===== src/rtl/regtest_pkg.sv =====
package regtest_pkg;

    typedef enum logic [1:0] {
        MODE_FIXED = 2'b00,
        MODE_ONES  = 2'b01,
        MODE_ZEROS = 2'b10,
        MODE_CSUM  = 2'b11
    } rt_mode_e;

    typedef enum logic [2:0] {
        ST_IDLE,
        ST_WRITE,
        ST_READ,
        ST_CHECK,
        ST_HALT
    } rt_state_e;

    function automatic logic mode_reads_only(rt_mode_e m);
        return m == MODE_CSUM;
    endfunction

endpackage


===== src/rtl/rt_pattern_gen.sv =====
module rt_pattern_gen import regtest_pkg::*; #(
    parameter int DW = 8
) (
    input  rt_mode_e        mode,
    input  logic [DW-1:0]   cur,
    output logic [DW-1:0]   first,
    output logic [DW-1:0]   next,
    output logic            last
);
    localparam logic [DW-1:0] ALL_ONES = {DW{1'b1}};
    localparam logic [DW-1:0] ONE      = {{(DW-1){1'b0}}, 1'b1};

    logic [DW-1:0] alt_a;

    always_comb begin
        for (int i = 0; i < DW; i++) alt_a[i] = (i % 2 == 0);
    end

    always_comb begin
        unique case (mode)
            MODE_FIXED: begin
                first = alt_a;
                next  = ~alt_a;
                last  = (cur == ~alt_a);
            end
            MODE_ONES: begin
                first = ONE;
                next  = cur + ONE;
                last  = (cur == ALL_ONES);
            end
            MODE_ZEROS: begin
                first = ALL_ONES >> 1;
                next  = cur >> 1;
                last  = (cur == '0);
            end
            default: begin
                first = '0;
                next  = cur;
                last  = 1'b1;
            end
        endcase
    end
endmodule


===== src/rtl/rt_addr_counter.sv =====
module rt_addr_counter #(
    parameter int AW = 4
) (
    input  logic          clk,
    input  logic          rst,
    input  logic          load,
    input  logic          step,
    input  logic [AW-1:0] lo,
    input  logic [AW-1:0] hi,
    output logic [AW-1:0] addr,
    output logic          at_end
);
    always_ff @(posedge clk) begin
        if (rst)       addr <= '0;
        else if (load) addr <= lo;
        else if (step) addr <= addr + 1'b1;
    end

    assign at_end = (addr == hi);
endmodule


===== src/rtl/rt_sum_acc.sv =====
module rt_sum_acc #(
    parameter int DW = 8
) (
    input  logic          clk,
    input  logic          rst,
    input  logic          clear,
    input  logic          add,
    input  logic [DW-1:0] din,
    output logic [DW-1:0] sum_next
);
    logic [DW-1:0] sum_q;

    assign sum_next = sum_q + din;

    always_ff @(posedge clk) begin
        if (rst || clear) sum_q <= '0;
        else if (add)     sum_q <= sum_next;
    end
endmodule


===== src/rtl/regtest_engine.sv =====
module regtest_engine import regtest_pkg::*; #(
    parameter int DW = 8,
    parameter int AW = 4
) (
    input  logic          clk,
    input  logic          rst,
    input  logic          start,
    input  logic [1:0]    mode,
    input  logic [AW-1:0] addr_lo,
    input  logic [AW-1:0] addr_hi,
    output logic          mem_we,
    output logic          mem_re,
    output logic [AW-1:0] mem_addr,
    output logic [DW-1:0] mem_wdata,
    input  logic [DW-1:0] mem_rdata,
    output logic          busy,
    output logic          done,
    output logic          fail,
    output logic [AW-1:0] fail_addr,
    output logic [DW-1:0] fail_exp,
    output logic [DW-1:0] fail_act
);
    rt_state_e     state;
    rt_mode_e      run_mode, sel_mode;
    logic [AW-1:0] hi_q, addr;
    logic [DW-1:0] pat, pat_first, pat_next, sum_nx;
    logic          pat_last, at_end, launch, csum_run, in_check, cmp_bad, step_addr;

    assign busy      = (state == ST_WRITE) || (state == ST_READ) || (state == ST_CHECK);
    assign launch    = start && !busy;
    assign sel_mode  = launch ? rt_mode_e'(mode) : run_mode;
    assign csum_run  = mode_reads_only(run_mode);
    assign in_check  = (state == ST_CHECK);
    assign cmp_bad   = (mem_rdata != pat);
    assign step_addr = in_check && !at_end && (csum_run || (!cmp_bad && pat_last));

    assign mem_we    = (state == ST_WRITE);
    assign mem_re    = (state == ST_READ);
    assign mem_addr  = addr;
    assign mem_wdata = pat;

    rt_pattern_gen #(.DW(DW)) u_pat (
        .mode (sel_mode),
        .cur  (pat),
        .first(pat_first),
        .next (pat_next),
        .last (pat_last)
    );

    rt_addr_counter #(.AW(AW)) u_addr (
        .clk   (clk),
        .rst   (rst),
        .load  (launch),
        .step  (step_addr),
        .lo    (addr_lo),
        .hi    (hi_q),
        .addr  (addr),
        .at_end(at_end)
    );

    rt_sum_acc #(.DW(DW)) u_sum (
        .clk     (clk),
        .rst     (rst),
        .clear   (launch),
        .add     (in_check && csum_run),
        .din     (mem_rdata),
        .sum_next(sum_nx)
    );

    always_ff @(posedge clk) begin
        if (rst) begin
            state     <= ST_IDLE;
            run_mode  <= MODE_FIXED;
            hi_q      <= '0;
            pat       <= '0;
            done      <= 1'b0;
            fail      <= 1'b0;
            fail_addr <= '0;
            fail_exp  <= '0;
            fail_act  <= '0;
        end else if (launch) begin
            run_mode  <= sel_mode;
            hi_q      <= addr_hi;
            pat       <= pat_first;
            done      <= 1'b0;
            fail      <= 1'b0;
            fail_addr <= '0;
            fail_exp  <= '0;
            fail_act  <= '0;
            state     <= mode_reads_only(sel_mode) ? ST_READ : ST_WRITE;
        end else begin
            unique case (state)
                ST_WRITE: state <= ST_READ;
                ST_READ:  state <= ST_CHECK;
                ST_CHECK: begin
                    if (csum_run) begin
                        if (at_end) begin
                            state <= ST_HALT;
                            done  <= 1'b1;
                            if (sum_nx != '0) begin
                                fail      <= 1'b1;
                                fail_addr <= addr;
                                fail_exp  <= '0;
                                fail_act  <= sum_nx;
                            end
                        end else begin
                            state <= ST_READ;
                        end
                    end else if (cmp_bad) begin
                        state     <= ST_HALT;
                        done      <= 1'b1;
                        fail      <= 1'b1;
                        fail_addr <= addr;
                        fail_exp  <= pat;
                        fail_act  <= mem_rdata;
                    end else if (!pat_last) begin
                        pat   <= pat_next;
                        state <= ST_WRITE;
                    end else if (at_end) begin
                        state <= ST_HALT;
                        done  <= 1'b1;
                    end else begin
                        pat   <= pat_first;
                        state <= ST_WRITE;
                    end
                end
                default: state <= state;
            endcase
        end
    end
endmodule


===== config.mk =====
export PLATFORM = sky130hd
export DESIGN_NAME = regtest_engine
export DESIGN_NICKNAME = d
export VERILOG_FILES = /design/src/rtl/regtest_pkg.sv /design/src/rtl/rt_pattern_gen.sv /design/src/rtl/rt_addr_counter.sv /design/src/rtl/rt_sum_acc.sv /design/src/rtl/regtest_engine.sv
export SDC_FILE = /design/constraint.sdc
export NUM_CORES = 1
export LEC_CHECK = 0
export ABC_AREA = 1
export BUFFER_PORTS_ARGS = -buffer_cell sky130_fd_sc_hd__buf_2
export CAP_MARGIN = 10
export CORE_MARGIN = 8
export CORE_UTILIZATION = 45
export DETAILED_ROUTE_END_ITERATION = 12
export GPL_TIMING_DRIVEN = 0
export PLACE_DENSITY = 0.67
export RECOVER_POWER = 100
export SETUP_SLACK_MARGIN = 0.1
export SKIP_LAST_GASP = 1
export SYNTH_ARGS = -nofsm -noshare
export SYNTH_HDL_FRONTEND = slang
export SYNTH_SLANG_ARGS = --single-unit

===== constraint.sdc =====
create_clock -name clk -period 2.6 [get_ports clk]
set_input_delay 0.39 -clock clk [delete_from_list [all_inputs] [get_ports clk]]
set_output_delay 0.39 -clock clk [all_outputs]
set_load 0.01 [all_outputs]

==> out/qor.yml, run 1 <==
status:
  status: "finished, final reports clean"
yosys:
  async_reset_ff_share_pct: 0
  synth_top_area_cell: "dfxtp_1"
  synth-seq-area-share_pct: 29.9
  syn-instance-count: 549
  yosysTopAreaCellShare_pct: 29.9
  synth_fp_nets: 586
  synth_area_um2: 3410
  synthDistinctLibCells: 34
  synth_top_cells_by_area: "dfxtp_1 (30%), nand2_1 (16%), nor2_1 (8.9%)"
  ys.flop_type: "dfxtp_1"
  syn_area_per_cell_um2: 6.21
  synth_warnings: 0
  ys_ff_latch: 51
  synth_edf_count: 0
cells_and_area:
  final_common_cell: "nand2_1"
  final_util_pct: 57.7
  diodes: 0
  fin_cells: 728
  layout-drive-gt1-share_pct: 19.9
  area_growth_pct: 23.4
  nNetsFinal: 665
  final_cell_mix: "nand2_1 (140), nor2_1 (78), inv_1 (57)"
sta:
  fin_worst_skew_ns: 0.00660
  worstMarginPinSlew_ns: 0.741
  post-route-min-period_ns: 2.59
  max_freq_ghz: 0.387
  slew_headroom_pct: 50.4
  fin_hold_ws_ns: 0.320
  grt_setup_unrepaired: "true"
  finalHoldViolations: 0
  finalSetupViolations: 0
  setup_tns_ns: 0
  slew_viol_final: 0
  fin_crit_sh_pct: 99.5
clock_tree:
  cts_max_path_buffers: 2
  cts.sinks: 51
  numCtsBuffers: 5
  cts_max_level: 2
  clk_transition_reported_paths_ns: 0.10
  clock_latency_ns: 0.31
  holdBufCountCts: 0
  cts_tree: "yes"
  cts_root_buffer: "clkbuf_8"
floorplanning:
  ioPinCount: 58
  fp.dieW_um: 103
  fp-row-count: 31
  die-height_um: 103
  core_area_um2: 7290
  fp.dieArea_um2: 10600
  start_util_pct: 46.8
pwr:
  p_comb_share_pct: 56.4
  p_leak_nw: 2.01
  switchingPower_w: 0.00185
  clockPowerShare_pct: 14.6
  internal_power_w: 0.00208
  ir_drop_mv: 0.651
  p_per_area_nw_per_um2: 935
  p_seq_share_pct: 29.0
  p_sw_share_pct: 47.1
routing:
  drc: 0
  dr.pass1.iters: 5
  ant_nets: 0
  wl_per_cell_um: 13.6
  finalWirelength_mm: 9.89
  via_count: 3712
  initialDrtViolationCount: 270
  viasPerCell: 5.10
critical_path:
  start_kind: "flop"
  critPathMaxFanout: 6
  end_kind: "flop"
  timing.rr.start: "state[1]"
  arrival_ns: 2.78
  cp.required_ns: 2.80
  crit_start: "state[1]"
  critPathKind: "reg -> reg"
grt:
  antenna_found_initial: 0
  grt_first_pass_wirelength_mm: 15.5
  grt_max_degree: 18
  grt_pass1_vias: 3384
  grt.total_usage_pct: 18.3
  overflow: 0
placed_design:
  placed_cells: 704
  place_congestion: 0.938
  io_buffers: 56
  dp_hpwl_mm: 7.18
job:
  max-cap-violations: 0
hold_path:
  worstHoldPathType: "in -> reg"
  hold_start: "addr_hi[3]"
power groups by stage:
stage	registers (W)	logic, W	clock network (W)
CTS	0.00112	0.00200	0.000586
global route	0.00117	0.00247	0.000619
floorplan	0.00116	0.00131	0
global placement	0.00114	0.00184	0
finish	0.00114	0.00222	0.000575
detailed placement	0.00114	0.00186	0
worst max-delay path: stages, from the launching register on:
cell and delay [ns]:
dfxtp_4 0.37, o21ai_4 0.17, nand2_4 0.13, nand2_4 0.10
o21ai_4 0.09, ha_4 0.18, ha_4 0.25, nand3_2 0.06
nor2_1 0.12, nand2_1 0.07, nor2_2 0.17, nand2_2 0.11
nand2_4 0.13, nor3_4 0.06, buf_6 0.11, nor2_4 0.16
nand2_1 0.07, nand2_1 0.07, nor2_1 0.04
state kept, by name (all words and copies together) (netlist names):
name / flops
fail_exp: 8
fail: 1
fail_addr: 4
done: 1
state: 3
fail_act: 8
run_mode: 2
mem_wdata: 8
hi_q: 4
u_addr.addr: 4
u_sum.sum_q: 8
through the flow:
stage / area, µm² / total power (W) / setup slack (ns)
after floorplan: 3410 / 0.00246 / 0.292
after detailed placement: 3810 / 0.00300 / -0.165
after global routing: 4210 / 0.00427 / -0.113
after CTS: 4050 / 0.00371 / 0.114
final: 4210 / 0.00393 / 0.0130
after global placement: 3810 / 0.00298 / -0.160
area by class of cell:
cell class              count  area, µm²
fillers                   740       3080
multi-input cells         410       2180
flip-flops and latches     51       1030
repair buffers             72        372
inverters                  66        250
plain buffers              22        140
well taps                  99        124
clock buffers               5       68.8
clock inverters             3       46.3
worst paths after layout:
check             slack [ns]           end  cells after the start
setup / recovery        0.01  mem_wdata[7]                     18
hold / removal          0.32       hi_q[3]                      3
setup reg to reg        0.01  mem_wdata[7]                     18
hold reg to reg         0.48          done                      2
timing repair:
action,4_1_cts,5_1_grt
gates resized for setup,24,24
gates cloned,1,0
setup endpoints to repair,15,36
buffers inserted,4,12
pin swaps,5,23
Yosys cell counts (2+ instances only):
library cell and number:
a21oi_1 37, a21oi_2 3, buf_2 10, buf_6 5, clkbuf_1 7, dfxtp_1 51
ha_1 15, inv_1 60, inv_2 5, nand2_1 147, nand2_2 12, nand3_1 46
nand4_1 7, nor2_1 81, o211ai_1 5, o21ai_0 31, o21ai_1 3, o21ai_2 2
or2_1 2, or2_2 2, xnor2_1 3, xor2_1 3
per-layer routing:
layer | vias to the layer above | routed length, µm | GRT usage [%]
li1 | 1895 | - | -
met1 | 1661 | 4240 | 22.8
met2 | 135 | 4680 | 30.6
met3 | 21 | 791 | 3.98
met4 | 0 | 178 | 5.90
met5 | - | 0 | 0
cell families (layout without fill, tap and decap cells):
logic type,Yosys count,after routing,share of synthesized area (%)
compound gates,83,83,13.2
xor+xnor,6,6,1.54
fa+ha+maj,16,16,6.09
buf+inv,89,168,11.4
flops,51,51,29.9
simple gates,304,305,37.9
No activity file was read; power rests on OpenSTA's default activity.
==> run 2: changes to the inputs <==
clock period = 2.7 ns   (was 2.6 ns; I/O delays follow)
==> run 2 against run 1 <==
Combinational power down 5%. Non-clock buffer count down 4. Clock power down 3%. Setup slack better by 0.14 ns. Global-route usage down 0.31 points. Register-to-register slack better by 0.14 ns. Cell count down 0.55%. Critical endpoint unchanged. Highest routed layer unchanged.
==> out/qor.yml, run 2 (same netlist as run 1, synthesis figures left out) <==
status:
  status: "finished, final reports clean"  # unchanged
cells_and_area:
  layout-drive-gt1-share_pct: 18.2  # was 19.9%
  final_area_um2: 4150  # was 4210 µm²
  nNetsFinal: 661  # was 665
  nFillCells: 744  # was 740
  final_cell_mix: "nand2_1 (139), nor2_1 (77), inv_1 (55)"  # was nand2_1 (140), nor2_1 (78), inv_1 (57)
  diodes: 0  # unchanged
  area_growth_pct: 21.8  # was 23.4%
  final_common_cell: "nand2_1"  # unchanged
sta:
  max_freq_ghz: 0.392  # was 0.387 GHz
  fin_crit_sh_pct: 94.4  # was 99.5%
  finalSetupViolations: 0  # unchanged
  worst_slack_ns: 0.150  # was 0.0130 ns
  worstMarginPinSlew_ns: 0.769  # was 0.741 ns
  finalHoldViolations: 0  # unchanged
  setup_tns_ns: 0  # unchanged
  slew_viol_final: 0  # unchanged
  post-route-min-period_ns: 2.55  # was 2.59 ns
  slew_headroom_pct: 48.6  # was 50.4%
  grt_setup_unrepaired: "true"  # unchanged
  fin_worst_skew_ns: 0.0108  # was 0.00660 ns
placed_design:
  dp_hpwl_mm: 7.18  # unchanged
  place_congestion: 0.938  # unchanged
  pre_cts_slack_ns: -0.0797  # was -0.165 ns
  io_buffers: 56  # unchanged
  place_area_um2: 3810  # unchanged
clock_tree:
  cts_tree: "yes"  # unchanged
  cts_max_path_buffers: 2  # unchanged
  numCtsBuffers: 5  # unchanged
  cts_root_buffer: "clkbuf_8"  # unchanged
  clk_transition_reported_paths_ns: 0.11  # was 0.10 ns
  cts.sinks: 51  # unchanged
  clock_latency_ns: 0.31  # about the same
  cts_max_level: 2  # unchanged
grt:
  grt_first_pass_wirelength_mm: 15.2  # was 15.5 mm
  grt.total_usage_pct: 18.0  # was 18.3%
  antenna_found_initial: 0  # unchanged
  grt_pass1_vias: 3318  # was 3384
  grt_max_degree: 18  # unchanged
  overflow: 0  # unchanged
routing:
  dr.pass1.iters: 7  # was 5
  wl_per_cell_um: 13.5  # was 13.6 µm
  viasPerCell: 5.11  # was 5.10
  drc: 0  # unchanged
  initialDrtViolationCount: 213  # was 270
  via_count: 3702  # was 3712
  ant_nets: 0  # unchanged
  finalWirelength_mm: 9.76  # was 9.89 mm
pwr:
  ir_drop_mv: 0.674  # was 0.651 mV
  finalPower_w: 0.00377  # was 0.00393 W
  p_per_area_nw_per_um2: 907  # was 935 nW/µm²
  p_leak_nw: 1.95  # was 2.01 nW
hold_path:
  worstHoldPathType: "in -> reg"  # unchanged
floorplanning:
  start_util_pct: 46.8  # unchanged
  fp.dieW_um: 103  # unchanged
  fp-row-count: 31  # unchanged
  fp.dieArea_um2: 10600  # unchanged
  ioPinCount: 58  # unchanged
  core_area_um2: 7290  # unchanged
  die-height_um: 103  # unchanged
critical_path:
  end_kind: "flop"  # unchanged
  arrival_ns: 2.75  # was 2.78 ns
  cp.required_ns: 2.90  # was 2.80 ns
  start_kind: "flop"  # unchanged
  critPathMaxFanout: 7  # was 6
  critPathKind: "reg -> reg"  # unchanged
job:
  max-cap-violations: 0  # unchanged
run 2: cell types whose count changed in the layout (fill, tap and decap cells not counted), moves of 3 or more:
cell / before / now
clkbuf_1: 32 / 42
buf_2: 40 / 30
clkbuf_4: 0 / 3
buf_4: 15 / 9
run 2: layer usage:
layer,up-vias,part of all wire [%],track usage (%),wire length [µm]
li1,1887,-,-,-
met1,1662,45,22.8,4340
met2,135,47,29.7,4540
met3,18,7.7,3.92,756
met4,0,1.2,5.56,120
met5,-,0,0,0
run 2: worst paths after layout:
kind | from | endpoint | slack (ns) | cells after the start
max | state[1] | mem_wdata[7] | 0.15 | 17
min reg2reg | done | done | 0.47 | 2
max reg2reg | state[1] | mem_wdata[7] | 0.15 | 17
min | addr_hi[3] | hi_q[3] | 0.33 | 3
run 2: repair_timing:
item	4_1_cts	5_1_grt
gates cloned	1	0
pin swaps	2	23
hold buffers	0	0
setup buffers	2	10
endpoints found under the setup margin	14	36
gates resized for setup	9	41
run 2: stage by stage:
stage	cells	hold WS, ns	utilization, %
floorplan	549	0.465	-
global placement	704	0.456	52.3
detailed placement	704	0.453	52.3
CTS	714	0.341	54.6
global route	724	0.345	56.9
finish	724	0.333	56.9
run 2: power breakdown:
part	leakage [nW]	switching (W)	internal, W
sequential	0.417	0.000179	0.000922
combinational	1.48	0.00133	0.000777
clock	0.0548	0.000277	0.000280
run 2: cell type report:
cell class	count	area (µm²)	area share, %
repair buffers	68	330	7.95
well taps	99	124	2.98
clock inverters	3	46.3	1.11
plain buffers	22	135	3.25
clock buffers	5	68.8	1.66
flip-flops and latches	51	1030	24.7
inverters	66	250	6.03
multi-input cells	410	2170	52.3
run 2: critical path: stages, from the launching register on:
cell and delay [ns]:
dfxtp_4 0.37, o21ai_4 0.18, nand2_4 0.13, o21ai_4 0.26
ha_4 0.19, ha_4 0.20, nand3_2 0.07, nor2_1 0.05
nand2_1 0.08, nor2_2 0.05, nand2_2 0.10, nand2_4 0.10
nor3_4 0.32, inv_2 0.08, nand2_4 0.11, nand2_2 0.05
nand2_1 0.06, nor2_1 0.04
